==> config.mk <==
export PLATFORM = sky130hd
export DESIGN_NAME = tap_ripple_div
export DESIGN_NICKNAME = d
export VERILOG_FILES = /design/src/rtl/tap_div_pkg.sv /design/src/rtl/div_stage.sv /design/src/rtl/stage_chain.sv /design/src/rtl/tap_route.sv /design/src/rtl/phase_decode.sv /design/src/rtl/tap_ripple_div.sv
export SDC_FILE = /design/constraint.sdc
export NUM_CORES = 1
export LEC_CHECK = 0
export BUFFER_PORTS_ARGS = -buffer_cell sky130_fd_sc_hd__buf_4
export CORE_MARGIN = 1
export CORE_UTILIZATION = 49
export DETAILED_ROUTE_END_ITERATION = 10
export PLACE_DENSITY = 0.8
export SYNTH_ARGS = -nofsm -noshare
export SYNTH_HDL_FRONTEND = slang
export SYNTH_SLANG_ARGS = --single-unit
==> constraint.sdc <==
create_clock -name clk_i -period 1.9 [get_ports clk_i]
set_clock_uncertainty 0.2 [all_clocks]
set_input_delay 0.095 -clock clk_i [delete_from_list [all_inputs] [get_ports clk_i]]
set_output_delay 0.095 -clock clk_i [all_outputs]
set_load 0.005 [all_outputs]
==> src/rtl/tap_div_pkg.sv <==
package tap_div_pkg;
  // maps tap index to stage number (1-based), skipping one internal stage
  function automatic int unsigned tap_stage(int unsigned idx, int unsigned first,
                                            int unsigned skip);
    int unsigned s;
    s = idx + first;
    if (s >= skip) s = s + 1;
    return s;
  endfunction
endpackage

==> src/rtl/div_stage.sv <==
module div_stage (
  input  logic clk_i,
  input  logic rst_ni,
  input  logic tog_i,
  output logic q_o
);
  always_ff @(negedge clk_i or negedge rst_ni) begin
    if (!rst_ni)    q_o <= 1'b0;
    else if (tog_i) q_o <= ~q_o;
  end
endmodule

==> src/rtl/stage_chain.sv <==
module stage_chain #(
  parameter int unsigned STAGES = 14
) (
  input  logic              clk_i,
  input  logic              rst_ni,
  input  logic [STAGES-1:0] tog_i,
  output logic [STAGES-1:0] q_o
);
  for (genvar k = 0; k < STAGES; k++) begin : g_stage
    div_stage u_stage (
      .clk_i (clk_i),
      .rst_ni(rst_ni),
      .tog_i (tog_i[k]),
      .q_o   (q_o[k])
    );
  end
endmodule

==> src/rtl/tap_route.sv <==
module tap_route #(
  parameter int unsigned STAGES     = 14,
  parameter int unsigned NUM_TAPS   = 10,
  parameter int unsigned FIRST_TAP  = 4,
  parameter int unsigned SKIP_STAGE = 11
) (
  input  logic [STAGES-1:0]   stage_i,
  output logic [NUM_TAPS-1:0] tap_o
);
  import tap_div_pkg::*;
  for (genvar i = 0; i < NUM_TAPS; i++) begin : g_tap
    localparam int unsigned SBIT = tap_stage(i, FIRST_TAP, SKIP_STAGE) - 1;
    assign tap_o[i] = stage_i[SBIT];
  end
endmodule

==> src/rtl/phase_decode.sv <==
module phase_decode #(
  parameter int unsigned NUM_TAPS  = 10,
  parameter bit          DECODE_EN = 1'b1
) (
  input  logic                clk_i,
  input  logic                rst_ni,
  input  logic [NUM_TAPS-1:0] tap_i,
  input  logic [NUM_TAPS-1:0] pat_i,
  output logic                decode_o
);
  if (DECODE_EN) begin : g_dec
    // taps only move on the falling edge, so the high phase is spike-free
    assign decode_o = clk_i & rst_ni & (tap_i == pat_i);
  end else begin : g_nodec
    assign decode_o = 1'b0;
  end
endmodule

==> src/rtl/tap_ripple_div.sv <==
module tap_ripple_div #(
  parameter int unsigned STAGES     = 14,
  parameter int unsigned NUM_TAPS   = 10,
  parameter int unsigned FIRST_TAP  = 4,
  parameter int unsigned SKIP_STAGE = 11,
  parameter bit          DECODE_EN  = 1'b1
) (
  input  logic                clk_i,
  input  logic                rst_ni,
  input  logic [NUM_TAPS-1:0] match_pat_i,
  output logic                osc_en_o,
  output logic [NUM_TAPS-1:0] tap_o,
  output logic                decode_o
);
  logic [STAGES-1:0] count_w;
  logic [STAGES-1:0] tog_w;

  // toggle enable: a stage flips when every lower stage is set
  assign tog_w[0] = 1'b1;
  for (genvar k = 1; k < STAGES; k++) begin : g_tog
    assign tog_w[k] = tog_w[k-1] & count_w[k-1];
  end

  stage_chain #(.STAGES(STAGES)) u_chain (
    .clk_i (clk_i),
    .rst_ni(rst_ni),
    .tog_i (tog_w),
    .q_o   (count_w)
  );

  tap_route #(
    .STAGES    (STAGES),
    .NUM_TAPS  (NUM_TAPS),
    .FIRST_TAP (FIRST_TAP),
    .SKIP_STAGE(SKIP_STAGE)
  ) u_route (
    .stage_i(count_w),
    .tap_o  (tap_o)
  );

  phase_decode #(
    .NUM_TAPS (NUM_TAPS),
    .DECODE_EN(DECODE_EN)
  ) u_dec (
    .clk_i   (clk_i),
    .rst_ni  (rst_ni),
    .tap_i   (tap_o),
    .pat_i   (match_pat_i),
    .decode_o(decode_o)
  );

  assign osc_en_o = rst_ni;
endmodule

==> results.py, run 1 <==
metrics = {
    "status": {
        "status": "complete, but fails checks",
        "violations": "setup timing",
    },
    "finish": {
        "antenna_cells": 0,
        "layout_commonest_cell": "buf_4",
        "stdcell_area_sq_um": 1164,
        "nFillCells": 105,
        "layout.nets": 122,
        "synthToLayoutAreaGrowth_pct": 43.30,
        "layout-drive-gt1-share_pct": 50.00,
        "seq_area_sq_um": 350.3,
        "largest_reg_flops": 14,
        "multi_input_area_sq_um": 387.9,
        "final_cell_mix": "buf_4, xnor2_1, buf_6, dfrtn_1, nand3_1",
        "largest_register": "u_chain.g_stage.u_stage.q_o",
        "reg_top3": "u_chain.g_stage.u_stage.q_o: 14 flops",
    },
    "timing": {
        "finalHoldViolations": 0,
        "fin_setup_tns_ns": -5.037,
        "layout_setup_ws_ns": -0.8271,
        "maxSlewHeadroom_pct": 82.09,
        "worst_pin_slew_ns": 0.2664,
        "rsz0062_at_grt": "true",
        "final_max_slew_viol_count": 0,
        "setup_viol": 15,
    },
    "placed_design": {
        "place_hpwl_um": 1221,
        "place.gp.congestion": 0.7693,
        "io_buffers": 23,
        "dpl_cell_area_sq_um": 1006,
    },
    "clock_tree": {
        "cts_tree": "done",
        "path_clk_slew_ns": 0.06,
        "clkLatencyLatePin_ns": 0.42,
        "hold_buffers": 0,
    },
    "die": {
        "die-area_sq_um": 1824,
        "start_util_pct": 53.28,
        "coreArea_sq_um": 1524,
        "fp.dieW_um": 42.71,
        "ioPinCount": 24,
        "rows": 14,
        "dieHeight_um": 42.71,
    },
    "logic_synthesis": {
        "synth_seq_cells": 14,
        "synth_warnings": 0,
        "syn_inst": 74,
        "netlist_area_sq_um": 812.0,
        "synth-seq-area-share_pct": 43.14,
        "ys_types": 16,
        "syn_avg_cell_area_sq_um": 10.97,
        "synth_nets": 86,
    },
    "route": {
        "drcViolationCount": 0,
        "routed_wl_um": 1869,
        "vias": 648,
        "first_iter_violations": 10,
        "ant_nets": 0,
        "first_pass_iters": 4,
        "via_per_inst": 5.226,
        "avgRoutedWirePerCell_um": 15.07,
    },
    "worst_setup_path": {
        "cp-end-kind": "primary output",
        "crit_type": "reg -> out",
        "crit_path_start_kind": "register",
        "critPathMaxFanout": 2,
        "crit_arrival_ns": 2.43,
        "critPathRequiredTime_ns": 1.60,
    },
    "power_and_ir_drop": {
        "power_frac_seq_pct": 48.8,
        "leakage_nw": 0.5336,
        "comb_power_share_pct": 6.9,
        "p_int_uw": 470.0,
        "power_density_nw_per_um2": 526.7,
        "peakVddDrop_uv": 561.9,
        "swShare_pct": 23.31,
        "p_switching_uw": 142.8,
        "clkPwrFrac_pct": 44.3,
    },
    "global_routing": {
        "grt_overflow": 0,
        "grt_util_all_layers_pct": 21.89,
        "antenna_found_initial": 0,
        "grt_pass1_wl_um": 2601,
        "grt_max_degree": 17,
        "grt_pass1_vias": 627,
    },
    "worst_hold_path": {
        "hold_path_class": "in -> async",
    },
    "flow_run": {
        "maxCapViolCount": 0,
    },
}
## cell type report
cell class              instances  share of cell area (%)
clock buffers                   7                   4.516
inverters                       2                  0.6452
multi-input cells              46                   33.33
flip-flops and latches         14                   30.11
well taps                      16                   1.720
repair buffers                 39                   29.68
## worst max-delay path: stages (launching register included)
cell and delay [ns]:
dfrtn_1 0.45, xnor2_2 0.12, nand3_1 0.10, nor4_2 0.25, buf_4 0.14
## per-stage QoR
stage	power [mW]	setup WS, ns	util (%)	hold slack, ns	cells
2_1_floorplan	0.3228	-0.3813	-	0.07082	74
3_3_place_gp	0.3495	-0.3875	66.01	0.2161	111
3_5_place_dp	0.3502	-0.4229	66.01	0.2262	111
4_1_cts	0.6138	-0.8590	72.41	0.1623	117
5_1_grt	0.6377	-0.9409	76.35	0.1698	124
6_report	0.6129	-0.8271	76.35	0.1566	124
## synthesized netlist by cell type, drive strengths merged
master	number	area, sq um
dfrtn	14	350.3
nand4	4	40.04
clkbuf	1	5.000
buf	11	82.58
nor3	2	10.01
nor4	3	31.28
and4	1	10.01
inv	2	7.510
xnor2	19	166.4
nand2	4	15.01
nand3	8	52.55
xor2	4	35.03
and3	1	6.260
## power by group through the flow
stage	clock (mW)	combinational, mW	sequential, mW
floorplan	0.00461	0.0132	0.305
global placement	0.00462	0.0399	0.305
detailed placement	0.00462	0.0407	0.305
CTS	0.274	0.0408	0.299
global route	0.292	0.0462	0.299
finish	0.271	0.0421	0.299
## metal layers
layer / GRT usage [%] / up-vias / wire [um]
met3: 9.787 / 6 / 113
met1: 22.25 / 308 / 705
met2: 33.64 / 28 / 989
met4: 18.75 / 0 / 59
li1: - / 306 / -
met5: 0 / - / 0
## path summary, 6_finish.rpt
check / end / depth (start not counted) / startpoint / slack, ns
worst max-delay path: decode_o / 4 / u_chain.g_stage[8].u_stage.q_o / -0.83
worst min-delay path: u_chain.g_stage[13].u_stage.q_o / 1 / rst_ni / 0.16
worst max register to register: u_chain.g_stage[13].u_stage.q_o / 5 / u_chain.g_stage[3].u_stage.q_o / 0.31
worst min register to register: u_chain.g_stage[0].u_stage.q_o / 1 / u_chain.g_stage[0].u_stage.q_o / 0.23
max in group asynchronous: u_chain.g_stage[10].u_stage.q_o / 1 / rst_ni / 1.14
min in group clk_i: u_chain.g_stage[0].u_stage.q_o / 1 / u_chain.g_stage[0].u_stage.q_o / 0.23
## cells by family (layout without fill, tap and decap cells)
family | after synthesis | after routing | share of synthesized area (%)
XOR/XNOR | 23 | 23 | 24.81
buffers and inverters | 14 | 48 | 11.71
flip-flops | 14 | 14 | 43.14
AND/OR/NAND/NOR | 23 | 23 | 20.34
## repair_timing
action,4_1_cts,5_1_grt
gates cloned,0,0
buffers inserted,1,8
resized for setup,14,2
endpoints found under the setup margin,15,15
pin swaps,4,6
(Power assumes the default switching activity.)
==> inputs of run 2 (changes only) <==
--- a/config.mk
+++ b/config.mk
@@ -5,8 +5,10 @@
 export SDC_FILE = /design/constraint.sdc
 export NUM_CORES = 1
 export LEC_CHECK = 0
+export ABC_AREA = 1
+export ABC_CLOCK_PERIOD_IN_PS = 1900
 export BUFFER_PORTS_ARGS = -buffer_cell sky130_fd_sc_hd__buf_4
-export CORE_MARGIN = 1
+export CORE_MARGIN = 2
 export CORE_UTILIZATION = 49
 export DETAILED_ROUTE_END_ITERATION = 10
 export PLACE_DENSITY = 0.8
==> run 2 against run 1 <==
Effect of this change:
- the flow still finishes with violations (setup timing)
- routed wire length grew 13%
- first-iteration DRC count rose by 10%
- via count grew 15%
- clock-buffer cell count stayed put
- non-clock buffer count is 14 higher
- worst hold slack better by 0.013 ns
- area after synthesis up 1.4%
- sequential power hardly changed
- final area grew 12%
- cell count increased by 23%
- synthesized cell count increased by 18%
- register-to-register slack worse by 0.27 ns
==> results.py, run 2 <==
metrics = {
    "timing": {
        "maxSlewHeadroom_pct": 84.58,
        "layout_setup_ws_ns": -1.013,
        "finalHoldViolations": 0,
        "final_max_slew_viol_count": 0,
        "rsz0062_at_grt": "true",
        "worst_pin_slew_ns": 0.2300,
        "setup_viol": 15,
        "worst_hold_slack_ns": 0.1701,
    },
    "route": {
        "via_per_inst": 4.901,
        "ant_nets": 0,
        "drcViolationCount": 0,
        "first_pass_iters": 2,
        "avgRoutedWirePerCell_um": 13.84,
        "first_iter_violations": 11,
        "vias": 745,
        "routed_wl_um": 2104,
    },
    "finish": {
        "multi_input_area_sq_um": 369.1,
        "synthToLayoutAreaGrowth_pct": 57.75,
        "largest_register": "u_chain.g_stage.u_stage.q_o",
        "layout.nets": 150,
        "final_cell_mix": "buf_4, buf_6, dfrtn_1",
        "nFillCells": 87,
        "layout_commonest_cell": "buf_4",
        "reg_top3": "u_chain.g_stage.u_stage.q_o: 14 flops",
        "antenna_cells": 0,
        "layout-drive-gt1-share_pct": 56.62,
        "seq_area_sq_um": 350.3,
        "largest_reg_flops": 14,
        "stdcell_area_sq_um": 1299,
    },
    "worst_setup_path": {
        "cp-end-kind": "primary output",
        "critPathRequiredTime_ns": 1.60,
        "regToRegSetupSlack_ns": 0.04,
        "crit_chain": "inv_2 > nand2_1 > o21ai_1 > a21oi_1 > nand4_1 > nor3_2 > buf_4",
        "critPathMaxStageDelay_ns": 0.45,
        "crit_path_start_kind": "register",
        "r2r_start": "u_chain.g_stage[3].u_stage.q_o",
        "r2r_end": "u_chain.g_stage[13].u_stage.q_o",
        "r2r_cells": 9,
        "crit_slowest_cell": "dfrtn_1",
        "crit_type": "reg -> out",
        "crit_arrival_ns": 2.62,
        "critPathMaxFanout": 2,
    },
    "die": {
        "fp.dieW_um": 44.99,
        "coreArea_sq_um": 1541,
        "ioPinCount": 24,
        "die-area_sq_um": 2024,
        "rows": 14,
        "start_util_pct": 53.41,
        "dieHeight_um": 44.99,
    },
    "logic_synthesis": {
        "syn_avg_cell_area_sq_um": 9.463,
        "netlist_area_sq_um": 823.3,
        "synth_seq_cells": 14,
        "synth-seq-area-share_pct": 42.55,
        "syn_inst": 87,
        "synth_warnings": 0,
        "ys_types": 22,
        "async_flop_share_pct": 100.0,
        "synth_most_common_cell": "dfrtn_1",
        "synth_edf_count": 0,
        "yosys_most_used_dff": "dfrtn_1",
        "synth_top_area_cell": "dfrtn_1",
        "yosys-top-cells-area": "dfrtn_1, buf_4, xor2_1",
        "yosysTopAreaCellShare_pct": 42.55,
        "synth_nets": 99,
        "synth_commonest_cells": "dfrtn_1, buf_4, inv_1",
    },
    "worst_hold_path": {
        "hold_path_class": "in -> async",
    },
    "placed_design": {
        "place_ws_ns": -0.4021,
        "place.gp.congestion": 0.7528,
        "dpl_cell_area_sq_um": 1042,
        "place_hpwl_um": 1324,
        "io_buffers": 23,
    },
    "global_routing": {
        "antenna_found_initial": 0,
        "grt_pass1_wl_um": 3187,
        "grt_max_degree": 17,
        "grt_util_all_layers_pct": 22.77,
        "grt_pass1_vias": 788,
        "grt_overflow": 0,
    },
    "power_and_ir_drop": {
        "peakVddDrop_uv": 308.0,
        "power_density_nw_per_um2": 471.4,
        "total_power_uw": 612.2,
        "leakage_nw": 0.6645,
    },
    "clock_tree": {
        "path_clk_slew_ns": 0.06,
        "clkLatencyLatePin_ns": 0.40,
        "cts_tree": "done",
        "hold_buffers": 0,
    },
    "status": {
        "violations": "setup timing",
        "status": "complete, but fails checks",
    },
    "flow_run": {
        "maxCapViolCount": 0,
    },
}
-- run 2: cell count changes after synthesis, sizes merged, moves of 2 or more --
cell / previous run / this run
nor4: 3 / 0
a21oi: 0 / 5
inv: 2 / 11
nor2: 0 / 8
xor2: 4 / 9
nand3: 8 / 3
xnor2: 19 / 2
o22ai: 0 / 2
nand2: 4 / 11
-- run 2: cell type report --
| cell class | instances | area share [%] |
|---|---|---|
| repair buffers | 53 | 35.55 |
| well taps | 16 | 1.541 |
| flip-flops and latches | 14 | 26.97 |
| clock buffers | 7 | 4.046 |
| inverters | 12 | 3.468 |
| multi-input cells | 50 | 28.42 |
-- run 2: through the flow --
stage | util, % | cells | TNS (ns)
floorplan | - | 87 | -0.3366
global placement | 67.61 | 128 | -0.3994
detailed placement | 67.61 | 128 | -0.4881
CTS | 76.14 | 138 | -4.832
global route | 84.25 | 152 | -5.444
finish | 84.25 | 152 | -5.053
-- run 2: worst max-delay path: cells and delay by family, from the launching register on --
family | cells | cell delay [ns]
and+or+nand+nor | 3 | 0.44
AOI/OAI and AO/OA | 2 | 0.17
buffers and inverters | 2 | 0.22
DFF | 1 | 0.45
-- run 2: worst max-delay path by stage --
stage	from	to	slack, ns
4_1_cts	u_chain.g_stage[3].u_stage.q_o	decode_o	-0.88
6_report	u_chain.g_stage[6].u_stage.q_o	decode_o	-1.01
2_1_floorplan	u_chain.g_stage[3].u_stage.q_o	decode_o	-0.33
3_5_place_dp	u_chain.g_stage[6].u_stage.q_o	decode_o	-0.40
3_3_place_gp	u_chain.g_stage[6].u_stage.q_o	decode_o	-0.36
5_1_grt	u_chain.g_stage[6].u_stage.q_o	decode_o	-1.09
-- run 2: logic make-up after synthesis --
family | synth area share (%)
AOI/OAI and AO/OA | 7.142
xor gates and xnor gates | 11.70
buffers and inverters | 15.50
DFF | 42.55
and+or+nand+nor | 23.10
-- run 2: per-layer routing --
metal	routed length [um]	share of wire, %	vias to the layer above	global-route usage (%)
li1	-	-	368	-
met1	819	39	350	23.35
met2	1120	53	21	38.57
met3	110	5.2	6	8.400
met4	53	2.5	0	14.71
met5	0	0	-	0
-- run 2: timing repair --
action | CTS | global route
endpoints found under the hold margin | 0 | 0
setup endpoints to repair | 15 | 17
buffers inserted | 7 | 20
resized for setup | 15 | 11
pin swaps | 4 | 9
-- run 2: report_power, final --
part / internal, mW / switching, mW
sequential: 0.299 / 0
clock: 0.148 / 0.126
combinational: 0.0217 / 0.0174
